--- src/rtl/pam4_ana_pkg.sv ---
package pam4_ana_pkg;

    typedef enum logic [1:0] {
        BST_CLEAN = 2'd0,
        BST_RUN   = 2'd1,
        BST_BURST = 2'd2
    } bst_state_t;

    localparam int NUM_LVL  = 4;
    localparam int CI_SYM   = 0;
    localparam int CI_SERR  = 1;
    localparam int CI_BERR  = 2;
    localparam int CI_MERR  = 3;
    localparam int CI_LERR  = 4;
    localparam int CI_LVL0  = 5;
    localparam int NUM_CNT  = CI_LVL0 + NUM_LVL;

    // Gray map: 00->0, 01->1, 11->2, 10->3
    function automatic logic [1:0] gray_to_level(input logic [1:0] d);
        return {d[1], d[1] ^ d[0]};
    endfunction

endpackage

--- src/rtl/pam4_ref_coder.sv ---
module pam4_ref_coder
    import pam4_ana_pkg::*;
(
    input  logic       clk,
    input  logic       rst_n,
    input  logic       in_valid,
    input  logic [1:0] ref_bits,
    input  logic       gray_en,
    input  logic       precode_en,
    input  logic       inv_msb,
    input  logic       inv_lsb,
    output logic [1:0] exp_level,
    output logic [1:0] exp_lanes
);

    logic [1:0] prev_q;
    logic [1:0] gray_lvl;
    logic [1:0] pre_lvl;
    logic [1:0] coded;

    always_comb begin
        gray_lvl  = gray_en ? gray_to_level(ref_bits) : ref_bits;
        pre_lvl   = gray_lvl - prev_q;
        coded     = precode_en ? pre_lvl : gray_lvl;
        exp_level = coded ^ {inv_msb, inv_lsb};
        exp_lanes = ref_bits ^ {inv_msb, inv_lsb};
    end

    always_ff @(posedge clk or negedge rst_n) begin
        if (!rst_n)
            prev_q <= 2'd0;
        else if (in_valid)
            prev_q <= pre_lvl;
    end


    prec_hold_chk: assert property (@(posedge clk) disable iff (!rst_n)
        !in_valid |=> prev_q == $past(prev_q));

endmodule

--- src/rtl/pam4_sat_counter.sv ---
module pam4_sat_counter #(
    parameter int CW = 32
) (
    input  logic          clk,
    input  logic          rst_n,
    input  logic          clr,
    input  logic [1:0]    inc,
    output logic [CW-1:0] cnt
);

    localparam logic [CW-1:0] MAXV = '1;

    logic [CW:0]   sum;
    logic [CW-1:0] nxt;

    always_comb begin
        sum = {1'b0, cnt} + {{(CW-1){1'b0}}, inc};
        nxt = sum[CW] ? MAXV : sum[CW-1:0];
    end

    always_ff @(posedge clk or negedge rst_n) begin
        if (!rst_n)
            cnt <= '0;
        else if (clr)
            cnt <= '0;
        else
            cnt <= nxt;
    end


    cnt_clr_chk: assert property (@(posedge clk) disable iff (!rst_n)
        clr |=> cnt == '0);


    cnt_sat_chk: assert property (@(posedge clk) disable iff (!rst_n)
        (cnt == MAXV && !clr) |=> cnt == MAXV);


    cnt_mono_chk: assert property (@(posedge clk) disable iff (!rst_n)
        !clr |=> cnt >= $past(cnt));

endmodule

--- src/rtl/pam4_burst_fsm.sv ---
module pam4_burst_fsm
    import pam4_ana_pkg::*;
#(
    parameter int RLW = 16
) (
    input  logic           clk,
    input  logic           rst_n,
    input  logic           clr,
    input  logic           sym_valid,
    input  logic           sym_errored,
    input  logic [RLW-1:0] limit,
    output logic           burst_flag,
    output logic [RLW-1:0] max_run
);

    localparam logic [RLW-1:0] RUN_MAX = '1;
    localparam logic [RLW-1:0] RUN_ONE = RLW'(1);

    bst_state_t     state_q, state_d;
    logic [RLW-1:0] run_q, run_d, run_inc;

    assign run_inc = (run_q == RUN_MAX) ? RUN_MAX : run_q + RUN_ONE;

    always_comb begin
        state_d = state_q;
        run_d   = run_q;
        if (sym_valid) begin
            unique case (state_q)
                BST_CLEAN: begin
                    if (sym_errored) begin
                        run_d   = RUN_ONE;
                        state_d = (RUN_ONE > limit) ? BST_BURST : BST_RUN;
                    end
                end
                BST_RUN: begin
                    if (sym_errored) begin
                        run_d   = run_inc;
                        state_d = (run_inc > limit) ? BST_BURST : BST_RUN;
                    end else begin
                        run_d   = '0;
                        state_d = BST_CLEAN;
                    end
                end
                BST_BURST: begin
                    if (sym_errored) begin
                        run_d = run_inc;
                    end else begin
                        run_d   = '0;
                        state_d = BST_CLEAN;
                    end
                end
                default: begin
                    run_d   = '0;
                    state_d = BST_CLEAN;
                end
            endcase
        end
    end

    // state register
    always_ff @(posedge clk or negedge rst_n) begin
        if (!rst_n)
            state_q <= BST_CLEAN;
        else if (clr)
            state_q <= BST_CLEAN;
        else
            state_q <= state_d;
    end

    // outputs
    always_ff @(posedge clk or negedge rst_n) begin
        if (!rst_n) begin
            run_q      <= '0;
            burst_flag <= 1'b0;
            max_run    <= '0;
        end else if (clr) begin
            run_q      <= '0;
            burst_flag <= 1'b0;
            max_run    <= '0;
        end else begin
            run_q <= run_d;
            if (state_d == BST_BURST)
                burst_flag <= 1'b1;
            if (run_d > max_run)
                max_run <= run_d;
        end
    end


    burst_sticky_chk: assert property (@(posedge clk) disable iff (!rst_n)
        (burst_flag && !clr) |=> burst_flag);


    burst_state_chk: assert property (@(posedge clk) disable iff (!rst_n)
        state_q == BST_BURST |-> burst_flag);


    max_cover_chk: assert property (@(posedge clk) disable iff (!rst_n)
        max_run >= run_q);


    run_idle_chk: assert property (@(posedge clk) disable iff (!rst_n)
        (!sym_valid && !clr) |=> run_q == $past(run_q));

endmodule

--- src/rtl/pam4_ser_analyzer.sv ---
module pam4_ser_analyzer
    import pam4_ana_pkg::*;
#(
    parameter int CW  = 32,
    parameter int RLW = 16
) (
    input  logic              clk,
    input  logic              rst_n,
    input  logic              clr,
    input  logic              snap,
    input  logic              in_valid,
    input  logic [1:0]        rx_sym,
    input  logic [1:0]        ref_bits,
    input  logic              diag_mode,
    input  logic              inv_msb,
    input  logic              inv_lsb,
    input  logic              gray_en,
    input  logic              precode_en,
    input  logic [RLW-1:0]    burst_limit,
    output logic [CW-1:0]     snap_symbols,
    output logic [CW-1:0]     snap_sym_err,
    output logic [CW-1:0]     snap_bit_err,
    output logic [CW-1:0]     snap_msb_err,
    output logic [CW-1:0]     snap_lsb_err,
    output logic [4*CW-1:0]   snap_lvl_err,
    output logic              burst_flag,
    output logic [RLW-1:0]    max_run
);

    logic [1:0]    exp_level, exp_lanes, diff;
    logic          normal, sym_bad;
    logic [1:0]    inc_arr  [NUM_CNT];
    logic [CW-1:0] cnt_arr  [NUM_CNT];
    logic [CW-1:0] snap_arr [NUM_CNT];

    pam4_ref_coder u_coder (
        .clk        (clk),
        .rst_n      (rst_n),
        .in_valid   (in_valid),
        .ref_bits   (ref_bits),
        .gray_en    (gray_en),
        .precode_en (precode_en),
        .inv_msb    (inv_msb),
        .inv_lsb    (inv_lsb),
        .exp_level  (exp_level),
        .exp_lanes  (exp_lanes)
    );

    always_comb begin
        diff    = (diag_mode ? exp_lanes : exp_level) ^ rx_sym;
        normal  = in_valid && !diag_mode;
        sym_bad = |diff;
        inc_arr[CI_SYM]  = {1'b0, in_valid};
        inc_arr[CI_SERR] = {1'b0, normal && sym_bad};
        inc_arr[CI_BERR] = normal ? ({1'b0, diff[1]} + {1'b0, diff[0]}) : 2'd0;
        inc_arr[CI_MERR] = {1'b0, in_valid && diff[1]};
        inc_arr[CI_LERR] = {1'b0, in_valid && diff[0]};
        for (int k = 0; k < NUM_LVL; k++)
            inc_arr[CI_LVL0+k] = {1'b0, normal && sym_bad && (exp_level == 2'(k))};
    end

    for (genvar gi = 0; gi < NUM_CNT; gi++) begin : g_cnt
        pam4_sat_counter #(.CW(CW)) u_cnt (
            .clk   (clk),
            .rst_n (rst_n),
            .clr   (clr),
            .inc   (inc_arr[gi]),
            .cnt   (cnt_arr[gi])
        );
    end

    pam4_burst_fsm #(.RLW(RLW)) u_burst (
        .clk         (clk),
        .rst_n       (rst_n),
        .clr         (clr),
        .sym_valid   (in_valid),
        .sym_errored (sym_bad),
        .limit       (burst_limit),
        .burst_flag  (burst_flag),
        .max_run     (max_run)
    );

    always_ff @(posedge clk or negedge rst_n) begin
        if (!rst_n) begin
            for (int i = 0; i < NUM_CNT; i++) snap_arr[i] <= '0;
        end else if (snap) begin
            for (int i = 0; i < NUM_CNT; i++) snap_arr[i] <= cnt_arr[i];
        end
    end

    assign snap_symbols = snap_arr[CI_SYM];
    assign snap_sym_err = snap_arr[CI_SERR];
    assign snap_bit_err = snap_arr[CI_BERR];
    assign snap_msb_err = snap_arr[CI_MERR];
    assign snap_lsb_err = snap_arr[CI_LERR];
    for (genvar lk = 0; lk < NUM_LVL; lk++) begin : g_lvl_out
        assign snap_lvl_err[lk*CW +: CW] = snap_arr[CI_LVL0+lk];
    end


    diag_freeze_chk: assert property (@(posedge clk) disable iff (!rst_n)
        (diag_mode && !clr) |=> cnt_arr[CI_SERR] == $past(cnt_arr[CI_SERR]));


    bits_ge_syms_chk: assert property (@(posedge clk) disable iff (!rst_n)
        cnt_arr[CI_BERR] >= cnt_arr[CI_SERR]);


    snap_take_chk: assert property (@(posedge clk) disable iff (!rst_n)
        snap |=> snap_symbols == $past(cnt_arr[CI_SYM]));


    snap_hold_chk: assert property (@(posedge clk) disable iff (!rst_n)
        !snap |=> $stable(snap_sym_err));

endmodule

--- config.mk ---
export PLATFORM = sky130hd
export DESIGN_NAME = pam4_ser_analyzer
export DESIGN_NICKNAME = d
export VERILOG_FILES = /design/src/rtl/pam4_ana_pkg.sv /design/src/rtl/pam4_ref_coder.sv /design/src/rtl/pam4_sat_counter.sv /design/src/rtl/pam4_burst_fsm.sv /design/src/rtl/pam4_ser_analyzer.sv
export SDC_FILE = /design/constraint.sdc
export NUM_CORES = 1
export LEC_CHECK = 0
export ABC_AREA = 1
export BUFFER_PORTS_ARGS = -buffer_cell sky130_fd_sc_hd__buf_2
export CAP_MARGIN = 20
export CORE_UTILIZATION = 24
export DETAILED_ROUTE_END_ITERATION = 6
export GPL_ROUTABILITY_DRIVEN = 0
export PLACE_DENSITY_LB_ADDON = 0.05
export SLEW_MARGIN = 20
export SYNTH_ARGS = -nofsm -noshare
export SYNTH_HDL_FRONTEND = slang
export SYNTH_SLANG_ARGS = --single-unit
export TNS_END_PERCENT = 100
--- constraint.sdc ---
create_clock -name clk -period 5.4 [get_ports clk]
set_clock_uncertainty 0.05 [all_clocks]
set_input_delay 0.27 -clock clk [delete_from_list [all_inputs] [get_ports clk]]
set_output_delay 0.27 -clock clk [all_outputs]
set_load 0.05 [all_outputs]
==> results.toml, run 1 <==
[run_status]
outcome = "complete, no violations"

[yosys]
yosysMostFrequentCell = "dfrtp_1"
synthCells = 3481
ys_top_cells_by_count = "dfrtp_1 (613), inv_1 (508), nand2_1 (477), nor2_1 (399), a21oi_1 (297)"
synth_fp_nets = 3569
ys_seq_area_frac = 0.506
async_reset_ff_frac = 1.00
ys_ff_latch = 613
yosysUniqueCellTypes = 50
synth_top_area_cell = "dfrtp_1"
synth.area.top_cells = "dfrtp_1 (51%), inv_1 (6.3%), nand2_1 (5.9%)"
synth_area_mm2 = 0.0303
synth_top_cell_area_share = 0.506
ys.warnings.count = 0
synth_ff_type = "dfrtp_1"
syn_avg_cell_area_um2 = 8.72
synth-edff-count = 0

[placed_design]
placed_area_mm2 = 0.0339
pre_cts_ws_ns = 0.304
hpwl_um = 68600
portBuffers = 334

[route]
dr.first_iter.drc_count = 1172
final_antenna_net_count = 0
drt-wirelength-per-cell_um = 17.4
vias_per_cell = 4.29
drc = 0
first_pass_iters = 5
finalWirelength_um = 96400
dr_total_vias = 23800

[finish]
final_area_mm2 = 0.0368
fill_cells = 13600
nets = 3910
syn2layout_area_growth_pct = 21.2
drive_above_1_share = 0.192

[global_routing]
antenna_found_initial = 2
grt_pass1_wl_um = 150000
met1_usage = 0.210
grt_pass1_vias = 24300
met2_usage = 0.238
met3_usage = 0.0305
busiest_layer = "met2"
grt_max_degree = 137
gr-usage-all-layers = 0.152
gr-total-overflow = 0

[hold_path]
worstHoldPathType = "in -> reg"
hold_path.startpoint = "snap"

[floorplanning]
core_area_mm2 = 0.126
pin_count = 335
die_w_um = 358
floorplan.initialDensity = 0.242
rows = 130
chipHeight_um = 358
die-area_mm2 = 0.128

[clock_network]
clk_path_buf_depth = 3
h-tree-depth = 3
cts_sinks = 613
clkLatencyLatePin_ns = 0.68
numCtsBuffers = 82
path_clk_slew_ns = 0.05
post_cts_buffers = 0
cts_tree = "built"
root_buffer = "clkbuf_16"

[power]
p_seq_frac = 0.415
power_mw = 11.5
swShare = 0.269
p_leak_nw = 18.7
clockPowerShare = 0.495
power_density_mw_per_mm2 = 314
p_int_mw = 8.44
switchingPower_mw = 3.11
ir_drop_uv = 209
power_frac_comb = 0.091

[timing]
setup_slack_ns = 0.664
max_slew_margin = 0.377
hold_viol = 0
timing.fmax_ghz = 0.211
setup_viol = 0
worst_pin_slew_ns = 0.935
rsz0062_at_grt = "no"
layout_min_cycle_time_ns = 4.74
drv_slew = 0
fin_hold_ws_ns = 0.0658
final.period_utilization = 0.877
tns_ns = 0

[worst_setup_path]
startpoint = "ref_bits[1]"
r2r-start = "u_coder.prev_q[0]"
worstPathRequired_ns = 5.96
cp.arrival_ns = 5.30
end_kind = "flop"
path_buf_inv = 9
cp_slowest_cell = "dlygate4sd3_1"
cp-start-kind = "input port"
crit_family = "simple AND/OR/NAND/NOR gates"
path_class = "in -> reg"
critPathMaxFanout = 11
cp_slowest_stage_delay_ns = 0.51

[job]
drv_cap = 0
## kinds of logic (layout without fill, tap and decap cells)
group | count (synthesis) | in the layout | share of synthesized area
AO/OA/AOI/OAI | 550 | 550 | 0.0939
XOR/XNOR | 159 | 159 | 0.0459
adder cells (fa/ha/maj) | 58 | 58 | 0.0242
buffers and inverters | 628 | 1029 | 0.0798
flip-flops | 613 | 613 | 0.506
multiplexers | 139 | 139 | 0.0516
other | 0 | 1 | 0
AND/OR/NAND/NOR | 1334 | 1334 | 0.199
## power groups by stage
| stage | sequential (mW) | clock (mW) | combinational [mW] |
|---|---|---|---|
| after global placement | 4.88 | 0 | 1.07 |
| after detailed placement | 4.87 | 0 | 1.07 |
| after CTS | 4.79 | 5.97 | 1.08 |
| after global routing | 4.80 | 6.15 | 1.15 |
| after floorplan | 5.17 | 0 | 0.338 |
| final | 4.79 | 5.71 | 1.05 |
## metal layers
layer | up-vias | routed length, um
li1 | 11900 | -
met1 | 11300 | 46500
met2 | 368 | 43700
met3 | 106 | 4240
met4 | 4 | 1880
met5 | - | 32
## cell usage in the layout, fill, tap and decap left out, types with 54 or more instances in the layout
master	count
a21oi_1	297
buf_2	331
clkbuf_16	84
dfrtp_1	613
ha_1	57
inv_1	507
mux2_2	139
nand2_1	477
nand3_1	170
nor2_1	397
nor3_1	113
o21ai_0	198
xnor2_1	54
xor2_1	105
## state kept, by name (all words and copies together) (netlist names), 16 cells and up
signal           cells
snap_sym_err        32
snap_bit_err        32
snap_symbols        32
g_cnt.u_cnt.cnt    288
snap_lvl_err       128
u_burst.max_run     16
snap_lsb_err        32
snap_msb_err        32
u_burst.run_q       16
## metrics by stage
| step | cells | util |
|---|---|---|
| CTS | 5532 | 0.293 |
| floorplan | 3481 | - |
| global placement | 5383 | 0.270 |
| detailed placement | 5383 | 0.270 |
| global route | 5532 | 0.293 |
| finish | 5533 | 0.293 |
## layout make-up
class	instances	area (um^2)	share of cell area
clock inverters	22	332	0.00901
flip-flops and latches	613	15300	0.417
inverters	517	1950	0.0529
multi-input cells	2240	12600	0.342
clock buffers	122	2470	0.0673
diodes	1	2.50	0.0000680
repair buffers	368	2040	0.0555
well taps	1650	2060	0.0561
## worst min-delay path, stage by stage
cell and delay, ns:
buf_8 0.25, nor2_1 0.17, a21oi_1 0.05
## final timing paths
path / to / slack, ns / cells past startpoint
max reg2reg: g_cnt[2].u_cnt.cnt[27] / 0.90 / 29
max in group asynchronous: g_cnt[6].u_cnt.cnt[5] / 3.81 / 3
min in group asynchronous: snap_sym_err[8] / 0.15 / 2
max: g_cnt[2].u_cnt.cnt[27] / 0.66 / 34
min: snap_lvl_err[127] / 0.07 / 3
min reg2reg: snap_lvl_err[107] / 0.45 / 1
## timing repair
action	in CTS	in global routing
endpoints found under the setup margin	0	16
endpoints found under the hold margin	104	0
hold buffers	5	0
resized for setup	0	2
(Power assumes the default switching activity.)
==> run 2, diff against run 1 <==
PLACE_DENSITY_LB_ADDON = unset   (was 0.05)
==> run 2 against run 1 <==
  * The flow now finishes with violations (design-rule violations)
  * Largest cell class unchanged
  * Via count is 2.1% higher
  * Final cell count is 0.16% lower
  * Sequential share of layout area is 0.24 points higher
  * Clock power is 6.5% lower
  * Highest routed layer unchanged
  * Power is 3.4% lower
  * Hold slack better by 0.050 ns
  * Non-clock buffer count is 1 higher
  * Die area stayed put
  * Combinational power hardly changed
  * Sequential power hardly changed
  * Critical endpoint is now g_cnt[2].u_cnt.cnt[25]
  * Fmax is 3.8% lower
==> results.toml, run 2 (same netlist as run 1, synthesis figures left out) <==
[power]
ir_drop_uv = 235
p_leak_nw = 18.6
power_density_mw_per_mm2 = 305

[job]
drv_cap = 0

[finish]
drive_above_1_share = 0.190
final_cells = 5524
nets = 3902
final_common_cell = "dfrtp_1"
largest_register_ffs = 288
syn2layout_area_growth_pct = 20.5
top_register = "g_cnt.u_cnt.cnt"
final_area_mm2 = 0.0366
final_cell_mix = "dfrtp_1 (613), inv_1 (507), nand2_1 (477)"

[worst_setup_path]
cp-start-kind = "input port"
path_class = "in -> reg"
r2r_setup_slack_ns = 0.75
r2r-end = "g_cnt[2].u_cnt.cnt[25]"
cp.arrival_ns = 5.47
cp_slowest_stage_delay_ns = 0.52
cp_slowest_cell = "dlygate4sd3_1"
end_kind = "flop"
worstPathRequired_ns = 5.95
cpMostUsedCell = "inv_1"
r2r_cells = 27
r2r-start = "u_coder.prev_q[0]"
critPathMaxFanout = 13

[route]
finalWirelength_um = 86800
drt-wirelength-per-cell_um = 15.7
drc = 2
final_antenna_net_count = 0
vias_per_cell = 4.39
dr.first_iter.drc_count = 1653
first_pass_iters = 7
dr_total_vias = 24200

[timing]
setup_slack_ns = 0.479
worst_pin_slew_ns = 0.989
drv_slew = 0
rsz0062_at_grt = "no"
tns_ns = 0
setup_viol = 0
hold_viol = 0
layout_min_cycle_time_ns = 4.92
final.period_utilization = 0.911
max_slew_margin = 0.341
timing.fmax_ghz = 0.203

[run_status]
outcome = "finished, violations left"
violations = "design-rule violations"

[floorplanning]
floorplan.initialDensity = 0.242
core_area_mm2 = 0.126
die-area_mm2 = 0.128
rows = 130
pin_count = 335
die_w_um = 358
chipHeight_um = 358

[placed_design]
placed_area_mm2 = 0.0339
dp.cells = 5385
portBuffers = 334
hpwl_um = 63300
pre_cts_ws_ns = 0.141

[global_routing]
grt_max_degree = 142
gr-usage-all-layers = 0.135
grt_pass1_wl_um = 136000
antenna_found_initial = 9
gr-total-overflow = 0
grt_pass1_vias = 23600

[hold_path]
hold_path.startpoint = "burst_limit[14]"
holdPathStages = 8
holdPathEnd = "u_burst.state_q[1]"
worstHoldPathType = "in -> reg"

[clock_network]
clkLatencyLatePin_ns = 0.65
h-tree-depth = 3
numCtsBuffers = 73
path_clk_slew_ns = 0.06
clk_path_buf_depth = 3
cts_sinks = 613
cts_tree = "built"
root_buffer = "clkbuf_16"
[run 2: changes by cell type in the layout (fill, tap and decap cells not counted), moves of 2 or more]
cell and delta:
clkbuf_8 -12, clkbuf_16 -8, buf_4 +4, bufinv_16 +4, buf_12 -2, clkinv_2 +2
clkinvlp_4 +2
[run 2: layer usage]
metal	wire length [um]	up-vias	global-route usage
li1	-	11900	-
met1	39600	11600	0.177
met2	38600	564	0.210
met3	6450	123	0.0428
met4	2080	12	0.0441
met5	85	-	0
[run 2: how the worst max path moves through the flow]
stage	startpoint	cells past startpoint	to	slack (ns)
detailed placement	ref_bits[1]	31	g_cnt[2].u_cnt.cnt[25]	0.14
CTS	ref_bits[1]	32	g_cnt[2].u_cnt.cnt[25]	0.33
floorplan	ref_bits[1]	29	u_burst.max_run[5]	1.27
finish	ref_bits[1]	32	g_cnt[2].u_cnt.cnt[25]	0.48
global placement	ref_bits[1]	31	g_cnt[2].u_cnt.cnt[25]	0.19
global route	ref_bits[1]	32	g_cnt[2].u_cnt.cnt[25]	0.07
[run 2: final cells by class]
cell class	instances	area, um^2
Antenna cell	2	5.00
Clock buffer	102	2110
Inverter	517	1950
Multi-Input combinational cell	2240	12600
Sequential cell	613	15300
Timing Repair Buffer	369	2020
Tap cell	1650	2060
Fill cell	13300	89000
Clock inverter	31	503
[run 2: critical path: cells and delay by family]
| family | cells | cell delay (ns) |
|---|---|---|
| and+or+nand+nor | 17 | 2.50 |
| buffers and inverters | 9 | 1.32 |
| adders and majority gates | 4 | 1.22 |
| AOI/OAI and AO/OA | 2 | 0.15 |
[run 2: stage by stage]
step                 util  power (mW)  hold slack (ns)
detailed placement  0.270        5.92            0.339
floorplan               -        5.51          -0.0756
global placement    0.270        5.91            0.349
CTS                 0.291        11.4           0.0302
global route        0.291        11.6            0.145
finish              0.291        11.2            0.116
[run 2: where the power goes]
group	switching [mW]	internal, mW
Clock	2.07	3.27
Sequential	0.0708	4.70
Combinational	0.813	0.228
Total	2.95	8.21
[run 2: timing repair]
action / CTS / global route
hold buffers: 4 / 0
resized for setup: 0 / 2
setup endpoints to repair: 0 / 4
setup buffers: 0 / 0
hold endpoints to repair: 117 / 0
